<file path="config.mk">
export PLATFORM = sky130hd
export DESIGN_NAME = nor_prog_sequencer
export DESIGN_NICKNAME = d
export VERILOG_FILES = /design/src/rtl/nor_seq_pkg.sv /design/src/rtl/nor_seq_datapath.sv /design/src/rtl/nor_seq_ctrl.sv /design/src/rtl/nor_prog_sequencer.sv
export SDC_FILE = /design/constraint.sdc
export NUM_CORES = 1
export LEC_CHECK = 0
export BUFFER_PORTS_ARGS = -buffer_cell sky130_fd_sc_hd__buf_2
export CORE_MARGIN = 2
export CORE_UTILIZATION = 30
export DETAILED_ROUTE_END_ITERATION = 10
export SYNTH_ARGS = -nofsm -noshare
export SYNTH_HDL_FRONTEND = slang
export SYNTH_SLANG_ARGS = --single-unit
</file>
<file path="constraint.sdc">
create_clock -name clk -period 4.4 [get_ports clk]
set_clock_uncertainty 0.2 [all_clocks]
set_input_delay 1.1 -clock clk [delete_from_list [all_inputs] [get_ports clk]]
set_output_delay 1.1 -clock clk [all_outputs]
set_load 0.005 [all_outputs]
</file>
<file path="src/rtl/nor_seq_pkg.sv">
package nor_seq_pkg;

  typedef enum logic [2:0] {
    SEQ_IDLE,
    SEQ_ERASE,
    SEQ_WRITE,
    SEQ_ERASE_HELD,
    SEQ_WRITE_HELD,
    SEQ_NESTED_WRITE
  } seqState_t;

  typedef struct packed {
    logic loadErase;
    logic stepErase;
    logic loadWrite;
    logic stepWrite;
    logic setEraseErr;
    logic setWriteErr;
    logic setLockErr;
  } seqStrobe_t;

endpackage

</file>
<file path="src/rtl/nor_seq_datapath.sv">
module nor_seq_datapath
  import nor_seq_pkg::*;
#(
  parameter int BLK_W        = 4,
  parameter int ERASE_CYCLES = 40,
  parameter int WRITE_CYCLES = 8,
  parameter int WAKE_CYCLES  = 5,
  parameter int VALID_CYCLES = 7
) (
  input  logic             clk,
  input  logic             pwrdnN,
  input  seqStrobe_t       strobe,
  input  logic [BLK_W-1:0] blockSel,
  input  logic             clearStatus,
  output logic             eraseLast,
  output logic             writeLast,
  output logic [BLK_W-1:0] heldBlock,
  output logic             cmdReady,
  output logic             readValid,
  output logic [2:0]       errBits
);

  localparam int MAX_OP   = (ERASE_CYCLES > WRITE_CYCLES) ? ERASE_CYCLES : WRITE_CYCLES;
  localparam int CNT_W    = $clog2(MAX_OP + 2);
  localparam int WAKE_SAT = (WAKE_CYCLES > VALID_CYCLES) ? WAKE_CYCLES : VALID_CYCLES;
  localparam int WAKE_W   = $clog2(WAKE_SAT + 2);

  logic [1:0] loadVec;
  logic [1:0] stepVec;
  logic [1:0] lastVec;

  assign loadVec = {strobe.loadWrite, strobe.loadErase};
  assign stepVec = {strobe.stepWrite, strobe.stepErase};

  // channel 0 times the erase, channel 1 times the write
  for (genvar ch = 0; ch < 2; ch++) begin : gChan
    localparam int LOAD_VAL = (ch == 0) ? ERASE_CYCLES : WRITE_CYCLES;
    logic [CNT_W-1:0] count;
    always_ff @(posedge clk or negedge pwrdnN) begin
      if (!pwrdnN)           count <= '0;
      else if (loadVec[ch])  count <= CNT_W'(LOAD_VAL);
      else if (stepVec[ch])  count <= count - 1'b1;
    end
    assign lastVec[ch] = (count == CNT_W'(1));
  end

  assign eraseLast = lastVec[0];
  assign writeLast = lastVec[1];

  always_ff @(posedge clk or negedge pwrdnN) begin
    if (!pwrdnN)               heldBlock <= '0;
    else if (strobe.loadErase) heldBlock <= blockSel;
  end

  logic [WAKE_W-1:0] wakeCount;
  always_ff @(posedge clk or negedge pwrdnN) begin
    if (!pwrdnN)                           wakeCount <= '0;
    else if (wakeCount < WAKE_W'(WAKE_SAT)) wakeCount <= wakeCount + 1'b1;
  end

  assign cmdReady  = (wakeCount >= WAKE_W'(WAKE_CYCLES));
  assign readValid = (wakeCount >= WAKE_W'(VALID_CYCLES));

  logic [2:0] setVec;
  assign setVec = {strobe.setLockErr, strobe.setWriteErr, strobe.setEraseErr};

  always_ff @(posedge clk or negedge pwrdnN) begin
    if (!pwrdnN) errBits <= '0;
    else         errBits <= (clearStatus ? 3'b000 : errBits) | setVec;
  end

  // a clear with no new error empties the error field
  assert_clear_errors_R11: assert property (@(posedge clk) disable iff (!pwrdnN)
    (clearStatus && setVec == 3'b000) |=> (errBits == 3'b000));

  // once commands are accepted they stay accepted until power-down
  assert_wake_holds_R6: assert property (@(posedge clk) disable iff (!pwrdnN)
    cmdReady |=> cmdReady);

endmodule

</file>
<file path="src/rtl/nor_seq_ctrl.sv">
module nor_seq_ctrl
  import nor_seq_pkg::*;
#(
  parameter int BLK_W      = 4,
  parameter int BOOT_BLOCK = 15
) (
  input  logic             clk,
  input  logic             pwrdnN,
  input  logic             protectN,
  input  logic             eraseReq,
  input  logic             writeReq,
  input  logic             suspendReq,
  input  logic             resumeReq,
  input  logic [BLK_W-1:0] blockSel,
  input  logic             cmdReady,
  input  logic             eraseLast,
  input  logic             writeLast,
  input  logic [BLK_W-1:0] heldBlock,
  output seqStrobe_t       strobe,
  output logic             readyBusyN,
  output logic             eraseHeld,
  output logic             writeHeld
);

  seqState_t state, nextState;
  logic lockHit;

  assign lockHit = (blockSel == BLK_W'(BOOT_BLOCK)) && !protectN;

  always_comb begin
    nextState = state;
    strobe    = '0;
    unique case (state)
      SEQ_IDLE: begin
        if (cmdReady) begin
          if (eraseReq) begin
            if (lockHit) begin
              strobe.setEraseErr = 1'b1;
              strobe.setLockErr  = 1'b1;
            end else begin
              strobe.loadErase = 1'b1;
              nextState        = SEQ_ERASE;
            end
          end else if (writeReq) begin
            if (lockHit) begin
              strobe.setWriteErr = 1'b1;
              strobe.setLockErr  = 1'b1;
            end else begin
              strobe.loadWrite = 1'b1;
              nextState        = SEQ_WRITE;
            end
          end
        end
      end
      SEQ_ERASE: begin
        if (eraseLast) nextState = SEQ_IDLE;
        else begin
          strobe.stepErase = 1'b1;
          if (suspendReq) nextState = SEQ_ERASE_HELD;
        end
      end
      SEQ_WRITE: begin
        if (writeLast) nextState = SEQ_IDLE;
        else begin
          strobe.stepWrite = 1'b1;
          if (suspendReq) nextState = SEQ_WRITE_HELD;
        end
      end
      SEQ_ERASE_HELD: begin
        if (resumeReq) nextState = SEQ_ERASE;
        else if (writeReq) begin
          if (blockSel == heldBlock) begin
            strobe.setWriteErr = 1'b1;
          end else if (lockHit) begin
            strobe.setWriteErr = 1'b1;
            strobe.setLockErr  = 1'b1;
          end else begin
            strobe.loadWrite = 1'b1;
            nextState        = SEQ_NESTED_WRITE;
          end
        end
      end
      SEQ_WRITE_HELD: begin
        if (resumeReq) nextState = SEQ_WRITE;
      end
      SEQ_NESTED_WRITE: begin
        if (writeLast) nextState = SEQ_ERASE_HELD;
        else           strobe.stepWrite = 1'b1;
      end
      default: nextState = SEQ_IDLE;
    endcase
  end

  always_ff @(posedge clk or negedge pwrdnN) begin
    if (!pwrdnN) state <= SEQ_IDLE;
    else         state <= nextState;
  end

  assign readyBusyN = !(state == SEQ_ERASE || state == SEQ_WRITE || state == SEQ_NESTED_WRITE);
  assign eraseHeld  = (state == SEQ_ERASE_HELD) || (state == SEQ_NESTED_WRITE);
  assign writeHeld  = (state == SEQ_WRITE_HELD);

  // a clean erase request starts the busy interval on the next cycle
  assert_erase_starts_R1: assert property (@(posedge clk) disable iff (!pwrdnN)
    (state == SEQ_IDLE && cmdReady && eraseReq && !lockHit) |=> !readyBusyN);

  // a protected boot-block erase never goes busy
  assert_boot_refused_R4: assert property (@(posedge clk) disable iff (!pwrdnN)
    (state == SEQ_IDLE && cmdReady && eraseReq && lockHit) |=> readyBusyN);

  // no request leaves idle before the wake delay
  assert_wake_gate_R6: assert property (@(posedge clk) disable iff (!pwrdnN)
    (state == SEQ_IDLE && !cmdReady) |=> (state == SEQ_IDLE));

  // suspend before the last cycle parks the erase with ready/busy high
  assert_erase_suspend_R8: assert property (@(posedge clk) disable iff (!pwrdnN)
    (state == SEQ_ERASE && suspendReq && !eraseLast) |=> (eraseHeld && readyBusyN));

  // the two suspend flags are exclusive
  assert_flags_exclusive_R3: assert property (@(posedge clk) disable iff (!pwrdnN)
    $onehot0({eraseHeld, writeHeld}));

  // a running write ignores all but suspend
  assert_busy_ignores_R10: assert property (@(posedge clk) disable iff (!pwrdnN)
    (state == SEQ_WRITE && !writeLast && !suspendReq) |=> (state == SEQ_WRITE));

endmodule

</file>
<file path="src/rtl/nor_prog_sequencer.sv">
module nor_prog_sequencer
  import nor_seq_pkg::*;
#(
  parameter int NUM_BLOCKS   = 16,
  parameter bit BOOT_AT_TOP  = 1'b1,
  parameter int ERASE_CYCLES = 40,
  parameter int WRITE_CYCLES = 8,
  parameter int WAKE_CYCLES  = 5,
  parameter int VALID_CYCLES = 7,
  localparam int BLK_W       = (NUM_BLOCKS > 1) ? $clog2(NUM_BLOCKS) : 1
) (
  input  logic             clk,
  input  logic             pwrdnN,
  input  logic             protectN,
  input  logic             eraseReq,
  input  logic             writeReq,
  input  logic             suspendReq,
  input  logic             resumeReq,
  input  logic             clearStatus,
  input  logic [BLK_W-1:0] blockSel,
  output logic             readyBusyN,
  output logic [5:0]       status,
  output logic             cmdReady,
  output logic             readValid
);

  localparam int BOOT_BLOCK = BOOT_AT_TOP ? (NUM_BLOCKS - 1) : 0;

  seqStrobe_t       strobe;
  logic             eraseLast, writeLast, eraseHeld, writeHeld;
  logic [BLK_W-1:0] heldBlock;
  logic [2:0]       errBits;

  nor_seq_ctrl #(.BLK_W(BLK_W), .BOOT_BLOCK(BOOT_BLOCK)) i_ctrl (
    .clk(clk), .pwrdnN(pwrdnN), .protectN(protectN),
    .eraseReq(eraseReq), .writeReq(writeReq),
    .suspendReq(suspendReq), .resumeReq(resumeReq),
    .blockSel(blockSel), .cmdReady(cmdReady),
    .eraseLast(eraseLast), .writeLast(writeLast), .heldBlock(heldBlock),
    .strobe(strobe), .readyBusyN(readyBusyN),
    .eraseHeld(eraseHeld), .writeHeld(writeHeld)
  );

  nor_seq_datapath #(
    .BLK_W(BLK_W), .ERASE_CYCLES(ERASE_CYCLES), .WRITE_CYCLES(WRITE_CYCLES),
    .WAKE_CYCLES(WAKE_CYCLES), .VALID_CYCLES(VALID_CYCLES)
  ) i_datapath (
    .clk(clk), .pwrdnN(pwrdnN), .strobe(strobe), .blockSel(blockSel),
    .clearStatus(clearStatus), .eraseLast(eraseLast), .writeLast(writeLast),
    .heldBlock(heldBlock), .cmdReady(cmdReady), .readValid(readValid),
    .errBits(errBits)
  );

  assign status = {errBits, writeHeld, eraseHeld, readyBusyN};

endmodule

</file>
== Word-level counts from Yosys, hierarchy flattened ==
Cells that the tools add are included.

* Logic and storage cells: 92
* Output and inout bits: 9
* Input port bits: 12
* Bits in registers: 26

* Equal/unequal tests: 19
* Bitwise operators: 1
* $add $sub $neg: 3
* Reduce and logical (&&, ||, !) cells: 11
* Multiplexer cells: 49
* $lt $le $gt $ge: 3

{| class="wikitable"
|+ Operators with widths
! operator !! count
|-
| $mux W3 || 17
|-
| $mux W6 || 4
|-
| $mux W1 || 21
|-
| $pmux W3 S6 || 1
|-
| $ne A3 B3 Y1 const B || 5
|-
| $eq A6 B1 Y1 const B || 2
|-
| $sub A6 B1 Y6 const B || 2
|-
| $reduce_and A10 Y1 || 1
|-
| $ge A4 B3 Y1 const B || 2
|-
| $mux W2 || 4
|-
| $eq A3 B2 Y1 const B || 2
|-
| $eq A3 B3 Y1 const B || 2
|-
| $ne A2 B2 Y1 const B || 3
|-
| $add A4 B1 Y4 const B || 1
|-
| $eq A4 B4 Y1 || 1
|-
| $eq A4 B4 Y1 const B || 1
|-
| $lt A4 B3 Y1 const B || 1
|-
| $pmux W2 S2 || 1
|-
| $reduce_bool A2 Y1 || 2
|-
| $eq A3 B1 Y1 const B || 1
|-
| $logic_not A3 Y1 || 1
|-
| $logic_or A1 B1 Y1 || 3
|-
| $ne A3 B2 Y1 const B || 1
|-
| $or A3 B3 Y3 || 1
|-
| 5 further kinds || 6
|}

== Logic depth before layout (Yosys ltp) ==
* Depth after elaboration: 8
* Depth in mapped cells: 8

== Modules after synthesis ==
A second synthesis with hierarchy kept.

* Cell total of the unflattened synthesis: 162
* Area, all modules: 1584.0 sq um

{| class="wikitable"
|+ Modules (own cells, without submodules)
! module !! instances !! cells an instance !! area each (sq um) !! seq. area each (sq um)
|-
| nor_seq_datapath || 1 || 95 || 1094.8 || 575.6
|-
| nor_seq_ctrl || 1 || 64 || 466.7 || 75.1
|-
| nor_prog_sequencer || 1 || 3 || 22.5 || 0.0
|}

== Worst setup path after synthesis ==
OpenSTA, ideal clock, no wires.

* Path type: input-to-reg
* Start: in blockSel[3]
* End: reg i_datapath.heldBlock[0]
* Arrival time: 2.124 ns
* Data required time: 4.075 ns
* Library setup time: 0.125 ns
* Buffers on the path: 2
* Slack: 1.952 ns
* Stages: 6
* Cell sequence: nand4_1 > or2_0 > clkbuf_1 > and3_1 > buf_2 > mux2_2

* Cells in the longest elaborated chain, start to end: 6

{| class="wikitable"
|+ Ends and longest elaborated chain
! item !! RTL line !! source
|-
| from (decl) || nor_prog_sequencer.sv:20 || <nowiki>input logic [BLK_W-1:0] blockSel,</nowiki>
|-
| $eq A4 B4 Y1 || nor_seq_ctrl.sv:28 || <nowiki>assign lockHit = (blockSel == BLK_W'(BOOT_BLOCK)) && !protectN;</nowiki>
|-
| $logic_and A1 B1 Y1 || nor_seq_ctrl.sv:28 ||
|-
| $mux W1 || nor_seq_ctrl.sv:37 || <nowiki>if (lockHit) begin</nowiki>
|-
| $mux W1 || nor_seq_ctrl.sv:36 || <nowiki>if (eraseReq) begin</nowiki>
|-
| $mux W1 || nor_seq_ctrl.sv:35 || <nowiki>if (cmdReady) begin</nowiki>
|-
| $mux W1 || nor_seq_ctrl.sv:33 || <nowiki>unique case (state)</nowiki>
|-
| to (signal assigned) || nor_seq_datapath.sv:52 || <nowiki>else if (strobe.loadErase) heldBlock <= blockSel;</nowiki>
|-
| to (decl) || nor_seq_datapath.sv:17 || <nowiki>output logic [BLK_W-1:0] heldBlock,</nowiki>
|}

No other way between the ends.
A chain may end at the register's enable or synchronous reset.

== Final worst setup path ==
* Start: reg i_datapath.wakeCount[1]
* End: out cmdReady

* Cells in the longest elaborated chain, start to end: 1

{| class="wikitable"
|+ Ends and longest elaborated chain
! item !! RTL line !! source
|-
| from (decl) || nor_seq_datapath.sv:55 || <nowiki>logic [WAKE_W-1:0] wakeCount;</nowiki>
|-
| from (signal assigned) || nor_seq_datapath.sv:58 || <nowiki>else if (wakeCount < WAKE_W'(WAKE_SAT)) wakeCount <= wakeCount + 1'b1;</nowiki>
|-
| $ge A4 B3 Y1 || nor_seq_datapath.sv:61 || <nowiki>assign cmdReady = (wakeCount >= WAKE_W'(WAKE_CYCLES));</nowiki>
|-
| to (decl) || nor_prog_sequencer.sv:23 || <nowiki>output logic cmdReady,</nowiki>
|}

No other way between the ends.

==> results.yml <==
synth:
  synth-seq-cells: 26
  yosysWarnings: 0
  yosysSeqAreaShare: 0.412
  synthXorXnorAreaFrac: 0.0833
  synth_top_family_by_area: "simple AND/OR/NAND/NOR gates"
  async_flop_share: 1.00
  synth_top_area_cell: "dfrtp_1"
  synthCells: 168
  yosys-top-cells-area: "dfrtp_1, ha_1, xnor2_1"
  avgSynthCellArea_sq_um: 9.39
  synth_edf_count: 0
  synth_fa_ha_area_frac: 0.0555
  synth-simple-area-share: 0.221
  syn_area_sq_mm: 0.00158
  synth_ff_type: "dfrtp_1"
  synth_cell_types: 40
  synth.top_cell.area_share: 0.412
  synthMuxAreaShare: 0.0357
  synth_compound_area_frac: 0.134
  syn_nets: 187
cells_and_area:
  final_common_cell: "dfrtp_1"
  fill_cells: 542
  final_cell_mix: "dfrtp_1, buf_2, nor2_1, inv_1"
  drive_above_1_share: 0.185
  final_area_sq_mm: 0.00177
  diodes: 0
  area_delta_synth_final_pct: 12.5
  layout.nets: 204
  post-route-util: 0.347
  final_cell_count_no_fill: 254
power_and_ir_drop:
  design_power_total_mw: 1.02
  p_leak_nw: 0.764
  p_per_area_mw_per_mm2: 574
  peakVddDrop_mv: 0.239
critical_path:
  path_cells: "inv_1 -> ha_1 -> nand2b_1 -> a21oi_1 -> inv_1 -> buf_2"
  path_max_fanout: 5
  endpoint_kind: "output pin"
  criticalPathCategory: "flip-flop to output pin"
  crit_required_ns: 3.10
  startpoint_type: "flip-flop"
  crit_arrival_ns: 1.64
  worst_path_max_delay_cell: "dfrtp_1"
  max_stage_delay_ns: 0.38
  cp_common_cell: "inv_1"
floorplan:
  die_x_um: 76.5
  ioPinCount: 21
  core_area_sq_mm: 0.00511
  dieArea_sq_mm: 0.00586
  core.rowCount: 26
  die_h_um: 76.5
  start_util: 0.309
placement:
  placed_cells: 250
  dpl_cell_area_sq_mm: 0.00172
  numPortBuffers: 20
  pre_cts_slack_ns: 1.61
  gp_congestion: 0.756
  post-dp-hpwl_um: 2190
timing:
  holdWs_ns: 0.318
  hold_violations: 0
  rsz0062_at_grt: "false"
  worstMarginPinSlew_ns: 0.602
  setup_ws_ns: 1.46
  tns_ns: 0
  max_slew_margin: 0.599
  period_needed_ns: 2.94
  slew_viol_final: 0
  fmax_mhz: 340
  period_share: 0.669
  finalSetupViolCount: 0
worst_hold_path:
  hold_class: "flip-flop to flip-flop"
cts:
  postCtsSetupBuffers: 0
  cts_buffer_depth: 2
  clockRootBuffer: "clkbuf_8"
  hold_buffers: 0
  cts_buffers: 3
  clock_latency_ns: 0.27
  ctsHtreeMaxLevel: 1
  cts_resized: 0
  cts_tree: "yes"
  cts_sinks: 26
  clk_pin_slew_ns: 0.09
route:
  postRouteAntennaNets: 0
  drc_errors: 0
  wl_um: 2930
  via_count: 1195
  drt_iter0_markers: 63
  routed_via_density: 4.70
  first_pass_iters: 4
  wl_per_cell_um: 11.6
run:
  maxCapViolCount: 0
outcome:
  outcome: "finished, final reports clean"
global_route:
  grt_use_total: 0.103
  antenna_found_initial: 0
  gr-total-overflow: 0
  grt_pass1_wl_um: 5030
  grt_pass1_vias: 1109
  grt_max_degree: 27
[logic make-up (layout without fill, tap and decap cells)]
logic type / after synthesis / count (layout)
flops: 26 / 26
mux: 5 / 5
xor+xnor: 15 / 15
simple gates: 65 / 65
fa+ha+maj: 7 / 7
buf+inv: 20 / 36
compound gates: 30 / 30
[path summary, 6_finish.rpt]
check	from	end	slack, ns	cells past startpoint
worst min register to register	i_datapath.wakeCount[2]$_DFFE_PN0N_	i_datapath.wakeCount[2]$_DFFE_PN0N_	0.32	1
worst max register to register	i_ctrl.state[1]$_DFFE_PN0P_	i_datapath.heldBlock[1]$_DFFE_PN0P_	2.14	4
worst min-delay path	i_datapath.wakeCount[2]$_DFFE_PN0N_	i_datapath.wakeCount[2]$_DFFE_PN0N_	0.32	1
max in group asynchronous	pwrdnN	i_datapath.wakeCount[0]$_DFFE_PN0N_	2.98	1
min in group asynchronous	pwrdnN	i_ctrl.state[1]$_DFFE_PN0P_	0.63	1
worst max-delay path	i_datapath.wakeCount[1]$_DFFE_PN0N_	cmdReady	1.46	6
[routing by layer]
| metal | GRT usage | share of wire | wire [um] |
|---|---|---|---|
| met5 | 0 | 0 | 0 |
| met2 | 0.164 | 0.47 | 1390 |
| met1 | 0.142 | 0.49 | 1440 |
| met3 | 0.0201 | 0.027 | 79 |
| met4 | 0.0327 | 0.0085 | 25 |
[power by group]
group          internal (mW)  total (mW)  switching [mW]
Sequential             0.322       0.432           0.110
Clock                 0.0800       0.155          0.0753
Combinational          0.218       0.431           0.213
[worst max-delay path, delay by kind of cell, from the launching register on]
kind,cells,cell delay (ns)
adders and majority gates,1,0.17
and+or+nand+nor,1,0.14
buffers and inverters,3,0.35
DFF,1,0.38
AOI/OAI and AO/OA,1,0.34
[registers in the layout, indices dropped and copies added (netlist names)]
name / cells
i_datapath.heldBlock: 4
i_datapath.gChan.count: 12
i_datapath.wakeCount: 4
i_ctrl.state: 3
i_datapath.errBits: 3
[synthesized netlist by cell type, types with 2 or more instances]
cell type  count
a211oi_1       3
a21o_1         2
a21oi_1       10
a22o_1         2
buf_2          4
buf_4          3
dfrtp_1       26
ha_1           7
inv_1         12
mux2_2         5
nand2_1       10
nand2b_1       8
nand3_1        5
nand4_1        2
nor2_1        18
nor2b_1        5
nor3_1         6
o21ai_0        5
xnor2_1        8
xor2_1         7
[final cells by class]
class | instances | area (sq um) | area share
clock buffers | 4 | 55.1 | 0.0310
inverters | 12 | 45.0 | 0.0254
multi-input cells | 122 | 836 | 0.471
flip-flops and latches | 26 | 651 | 0.367
well taps | 70 | 87.6 | 0.0494
repair buffers | 20 | 100 | 0.0564
No activity file was read; power rests on OpenSTA's default activity.
